`src/rtl/aux_rc_pkg.sv`:
```
package aux_rc_pkg;

  typedef enum logic [2:0] {
    RC_NONE       = 3'd0,
    RC_ADDR       = 3'd1,
    RC_TOUT       = 3'd2,
    RC_NACK       = 3'd3,
    RC_DEFER      = 3'd4,
    RC_NACK_DEFER = 3'd5,
    RC_PHY        = 3'd6
  } rc_code_e;

  typedef struct packed {
    logic phy_err;
    logic i2c_defer;
    logic i2c_nack;
    logic nack_defer;
    logic tout;
    logic wrong_addr;
    logic done;
  } rc_flags_t;

endpackage

```
`src/rtl/aux_rc_native_prio.sv`:
```
module aux_rc_native_prio
  import aux_rc_pkg::*;
(
  input  rc_flags_t flags,
  output rc_code_e  code,
  output logic      hit
);

  always_comb begin
    code = RC_NONE;
    if (flags.done)            code = RC_NONE;
    else if (flags.wrong_addr) code = RC_ADDR;
    else if (flags.tout)       code = RC_TOUT;
    if (flags.nack_defer)      code = RC_NACK;
    if (flags.phy_err)         code = RC_PHY;
  end

  assign hit = flags.done | flags.wrong_addr | flags.tout |
               flags.nack_defer | flags.phy_err;

endmodule

```
`src/rtl/aux_rc_i2c_prio.sv`:
```
module aux_rc_i2c_prio
  import aux_rc_pkg::*;
(
  input  rc_flags_t flags,
  output rc_code_e  code,
  output logic      hit
);

  always_comb begin
    code = RC_NONE;
    if (flags.done) begin
      code = (flags.i2c_nack | flags.i2c_defer) ? RC_NACK : RC_NONE;
    end else begin
      if (flags.wrong_addr) code = RC_ADDR;
      if (flags.tout)       code = RC_TOUT;
      if (flags.nack_defer) code = RC_NACK_DEFER;
      if (flags.i2c_nack)   code = RC_NACK;
      if (flags.i2c_defer)  code = RC_DEFER;
      if (flags.phy_err)    code = RC_PHY;
    end
  end

  assign hit = |flags;

endmodule

```
`src/rtl/aux_rc_retry.sv`:
```
module aux_rc_retry #(
  parameter int RECONFIG_EVERY = 5
) (
  input  logic clk,
  input  logic rst_n,
  input  logic ev_ok,
  input  logic ev_fail,
  input  logic abort,
  output logic reset_req,
  output logic reconfig_req
);

  localparam int CW = (RECONFIG_EVERY > 1) ? $clog2(RECONFIG_EVERY) : 1;
  localparam logic [CW-1:0] LAST = CW'(RECONFIG_EVERY - 1);

  logic [CW-1:0] cnt_q, cnt_d;
  logic          cnt_en;
  logic          rst_d, rcfg_d;

  always_comb begin
    cnt_d  = cnt_q;
    cnt_en = 1'b0;
    rst_d  = 1'b0;
    rcfg_d = 1'b0;
    if (!abort) begin
      if (ev_fail) begin
        cnt_en = 1'b1;
        rst_d  = 1'b1;
        if (cnt_q == LAST) begin
          cnt_d  = '0;
          rcfg_d = 1'b1;
        end else begin
          cnt_d = cnt_q + 1'b1;
        end
      end else if (ev_ok) begin
        cnt_en = 1'b1;
        cnt_d  = '0;
      end
    end
  end

  always_ff @(posedge clk or negedge rst_n) begin
    if (!rst_n) begin
      cnt_q        <= '0;
      reset_req    <= 1'b0;
      reconfig_req <= 1'b0;
    end else begin
      if (cnt_en) cnt_q <= cnt_d;
      reset_req    <= rst_d;
      reconfig_req <= rcfg_d;
    end
  end


  cnt_range_chk: assert property (@(posedge clk) disable iff (!rst_n)
    cnt_q <= LAST);


  rcfg_with_reset_chk: assert property (@(posedge clk) disable iff (!rst_n)
    reconfig_req |-> reset_req);


  ok_clears_chk: assert property (@(posedge clk) disable iff (!rst_n)
    (ev_ok && !ev_fail && !abort) |=> (cnt_q == '0));

endmodule

```
`src/rtl/aux_reply_classifier.sv`:
```
module aux_reply_classifier
  import aux_rc_pkg::*;
#(
  parameter int RECONFIG_EVERY = 5
) (
  input  logic       clk,
  input  logic       rst_n,
  input  logic       cmd_busy,
  input  logic       native_mode,
  input  logic       abort,
  input  logic       st_done,
  input  logic       st_wrong_addr,
  input  logic       st_timeout,
  input  logic       st_nack_defer,
  input  logic       st_i2c_nack,
  input  logic       st_i2c_defer,
  input  logic       st_phy_err,
  output logic [2:0] err_code,
  output logic       done_pulse,
  output logic       clr_irq_req,
  output logic       chan_reset_req,
  output logic       reconfig_req
);

  rc_flags_t flags;
  rc_code_e  nat_code, i2c_code, sel_code;
  logic      nat_hit, i2c_hit, sel_hit;
  logic      ev, ev_fail, ev_ok;

  rc_code_e  code_q;
  logic      done_q, clr_q;
  logic      done_d, clr_d;

  assign flags = '{phy_err:    st_phy_err,
                   i2c_defer:  st_i2c_defer,
                   i2c_nack:   st_i2c_nack,
                   nack_defer: st_nack_defer,
                   tout:       st_timeout,
                   wrong_addr: st_wrong_addr,
                   done:       st_done};

  aux_rc_native_prio u_native (
    .flags (flags),
    .code  (nat_code),
    .hit   (nat_hit)
  );

  aux_rc_i2c_prio u_i2c (
    .flags (flags),
    .code  (i2c_code),
    .hit   (i2c_hit)
  );

  always_comb begin
    sel_code = native_mode ? nat_code : i2c_code;
    sel_hit  = native_mode ? nat_hit  : i2c_hit;
    ev       = cmd_busy & sel_hit;
    ev_fail  = ev & (sel_code != RC_NONE);
    ev_ok    = ev & (sel_code == RC_NONE);
    done_d   = ev;
    clr_d    = ev & (sel_code == RC_PHY);
  end

  always_ff @(posedge clk or negedge rst_n) begin
    if (!rst_n) begin
      code_q <= RC_NONE;
      done_q <= 1'b0;
      clr_q  <= 1'b0;
    end else begin
      if (ev) code_q <= sel_code;
      done_q <= done_d;
      clr_q  <= clr_d;
    end
  end

  aux_rc_retry #(.RECONFIG_EVERY(RECONFIG_EVERY)) u_retry (
    .clk          (clk),
    .rst_n        (rst_n),
    .ev_ok        (ev_ok),
    .ev_fail      (ev_fail),
    .abort        (abort),
    .reset_req    (chan_reset_req),
    .reconfig_req (reconfig_req)
  );

  assign err_code    = code_q;
  assign done_pulse  = done_q;
  assign clr_irq_req = clr_q;


  busy_gate_chk: assert property (@(posedge clk) disable iff (!rst_n)
    !cmd_busy |=> (!done_pulse && $stable(err_code)));


  clr_is_phy_chk: assert property (@(posedge clk) disable iff (!rst_n)
    clr_irq_req |-> (done_pulse && err_code == 3'd6));


  reset_on_fail_chk: assert property (@(posedge clk) disable iff (!rst_n)
    chan_reset_req |-> (done_pulse && err_code != 3'd0));


  abort_quiet_chk: assert property (@(posedge clk) disable iff (!rst_n)
    abort |=> (!chan_reset_req && !reconfig_req));


  code_range_chk: assert property (@(posedge clk) disable iff (!rst_n)
    err_code <= 3'd6);

endmodule

```
`config.mk`:
```
export PLATFORM = sky130hd
export DESIGN_NAME = aux_reply_classifier
export DESIGN_NICKNAME = d
export VERILOG_FILES = /design/src/rtl/aux_rc_pkg.sv /design/src/rtl/aux_rc_native_prio.sv /design/src/rtl/aux_rc_i2c_prio.sv /design/src/rtl/aux_rc_retry.sv /design/src/rtl/aux_reply_classifier.sv
export SDC_FILE = /design/constraint.sdc
export NUM_CORES = 1
export LEC_CHECK = 0
export ABC_CLOCK_PERIOD_IN_PS = 1000
export BUFFER_PORTS_ARGS = -buffer_cell sky130_fd_sc_hd__buf_2
export CORE_MARGIN = 5
export CORE_UTILIZATION = 42
export CTS_CLUSTER_SIZE = 40
export DETAILED_ROUTE_END_ITERATION = 16
export PLACE_DENSITY = 0.78
export SETUP_SLACK_MARGIN = 0.3
export SLEW_MARGIN = 20
export SYNTH_ARGS = -nofsm -noshare
export SYNTH_HDL_FRONTEND = slang
export SYNTH_SLANG_ARGS = --single-unit
```
`constraint.sdc`:
```
create_clock -name clk -period 1 [get_ports clk]
set_clock_uncertainty 0.05 [all_clocks]
set_input_delay 0.1 -clock clk [delete_from_list [all_inputs] [get_ports clk]]
set_output_delay 0.1 -clock clk [all_outputs]
set_load 0.005 [all_outputs]
```
==> qor.yml <==
crit_path_end_kind: "flop"
die-area_um2: 2180
wl_met1_um: 535
cp_max_fo: 3
core_um2: 1280
n_fill_cell: 98
fin_nets: 114
crit_arrival_ps: 1410
overflow: 0
drc_errors: 0
hp-start: "abort"
reg2reg_depth: 5
finalCritPeriodShare: 1.30
start_util: 0.441
cts_tree: "yes"
r2r_end: "u_retry.cnt_q[0]"
hp-class: "in -> reg"
vdd_drop_max_v: 0.000844
slew_violations: 0
fin_area_um2: 918
wl_per_cell_um: 15.3
cts-root-buf: "clkbuf_4"
mostFrequentLayoutCell: "buf_4"
finalSetupViolCount: 10
die_y_um: 46.7
syn2layout_area_growth_pct: 62.0
path_buf_inv: 2
fin_crit_ps: 1300
grt_pass1_vias: 686
drt_iter0_drc: 1
numCtsBuffers: 3
layout_common_cells: "buf_4 (17), buf_2 (16), dfrtp_1 (10)"
power_leakage_nw: 0.458
r2r-start: "u_retry.cnt_q[0]"
min_path_cells: 4
failed_checks: "setup timing"
netlist_instances: 58
antenna_found_initial: 0
grt_max_degree: 11
clkSlewWorstSetupHoldPaths_ps: 60
syn_avg_cell_area_um2: 9.77
num_vias: 612
drt_pass1_iterations: 4
pin_count: 19
port_buffers: 18
path_class: "in -> reg"
viasPerCell: 5.37
dpl-instance-area_um2: 777
r2r_slack_ps: -120
final_util: 0.715
cts_max_path_buffers: 2
yosysSeqAreaShare: 0.442
worst_skew_pair.late_latency_ps: 270
synth.net_count: 72
ys_seq_elements: 10
drive_gt1_frac: 0.556
slew_headroom: 0.690
crit_path_top_delay_cell: "or4_4"
track_usage: 0.193
path_delay_family: "simple AND/OR/NAND/NOR gates"
grt_setup_unrepaired: "yes"
ys_types: 24
wl_met3_um: 117
max_stage_delay_ps: 540
htreeDepth: 1
hpwl_um: 1320
hold_end: "u_retry.reset_req"
max_cap_violations: 0
std_cell_rows: 13
setup_ws_ps: -304
power_density_nw_per_um2: 1720
top_layer: "met4"
cp.depth: 5
hold_viol_final: 0
status: "finished, violations left"
gp_congestion: 0.832
cp-start-kind: "input port"
met2_wirelength_um: 948
wl_um: 1740
cts.sinks: 10
max_freq_mhz: 767
syn_area_um2: 567
ant_nets: 0
antennaDiodeCount: 0
dp_slack_ps: -674
finalSetupTns_ps: -2730
tightestPinTransition_ps: 463
worstPathCellList: "buf_8, or4_4, o31ai_4, inv_2, mux2_2"
yosysWarnings: 0
critPathRequiredTime_ps: 1110
die_w_um: 46.7
grt_pass1_wl_um: 2770
## routing by layer
metal / GRT usage / up-vias
li1: - / 287
met1: 0.157 / 281
met2: 0.349 / 30
met3: 0.0536 / 14
met4: 0.204 / 0
met5: 0 / -
## metrics by stage
stage | hold WS [ps] | total power [W] | cells
after global routing | 132 | 0.00169 | 114
after detailed placement | -86.9 | 0.00111 | 103
after CTS | 104 | 0.00154 | 112
final | 126 | 0.00158 | 114
after floorplan | -246 | 0.000846 | 58
after global placement | -87.0 | 0.00106 | 103
## cells by family (layout without fill, tap and decap cells)
| group | count (synthesis) | in the layout | synth area share |
|---|---|---|---|
| simple gates | 21 | 21 | 0.179 |
| compound gates | 15 | 15 | 0.243 |
| flops | 10 | 10 | 0.442 |
| buf+inv | 8 | 49 | 0.0530 |
| fa+ha+maj | 2 | 2 | 0.0441 |
| mux | 2 | 2 | 0.0397 |
## cells in the mapped netlist, drive strengths merged
library cell  number  area [um^2]
o211ai             1         7.51
or4                1         11.3
mux2               2         22.5
o31ai              2         33.8
o221ai             1         15.0
nor2b              2         12.5
o21ai              1         5.00
a221oi             1         8.76
dfrtp             10          250
a211oi             1         7.51
nand2              5         18.8
nor2               8         30.0
ha                 2         25.0
o21ba              1         10.0
a21oi              2         10.0
nor3               2         10.0
and3               1         6.26
nand2b             2         12.5
o22ai              2         12.5
inv                8         30.0
o311ai             2         17.5
a22o               1         10.0
## layout make-up
cell class              count  area (um^2)  share of cell area
clock buffers               4         36.3              0.0395
well taps                  15         18.8              0.0204
multi-input cells          40          328               0.357
inverters                   8         30.0              0.0327
flip-flops and latches     10          250               0.272
repair buffers             37          255               0.278
## what timing repair did
action                                 in CTS  in global routing
setup buffers                               4                  2
hold buffers                                1                  0
gates cloned                                0                  0
endpoints found under the hold margin      10                  0
resized for setup                           9                  4
setup endpoints to repair                  17                 17
pin swaps                                   7                  1
## registers in the layout, summed over array words and instances (netlist names)
signal	flops
u_retry.reconfig_req	1
done_pulse	1
u_retry.cnt_q	3
clr_irq_req	1
err_code	3
u_retry.reset_req	1
## power by group
part | internal, W | total, W | switching (W) | leakage [nW]
combinational | 0.000327 | 0.000671 | 0.000344 | 0.314
clock | 0.000221 | 0.000363 | 0.000141 | 0.0210
sequential | 0.000494 | 0.000542 | 0.0000478 | 0.123
total | 0.00104 | 0.00158 | 0.000533 | 0.458
## worst register-to-register path, delay by kind of cell (launching register included)
family	cells	cell delay, ps
AOI/OAI and AO/OA	1	90
adders and majority gates	1	160
buffers and inverters	1	80
DFF	1	380
and+or+nand+nor	2	220
## worst max-delay path by stage
stage	start	end	slack, ps
2_1_floorplan	st_done	u_retry.cnt_q[2]	-400
3_3_place_gp	st_wrong_addr	u_retry.cnt_q[2]	-610
3_5_place_dp	st_wrong_addr	u_retry.cnt_q[2]	-670
4_1_cts	st_done	err_code[1]	-280
5_1_grt	st_done	err_code[2]	-330
6_report	st_done	err_code[1]	-300
Note: power is estimated with default switching activity, not from simulation.
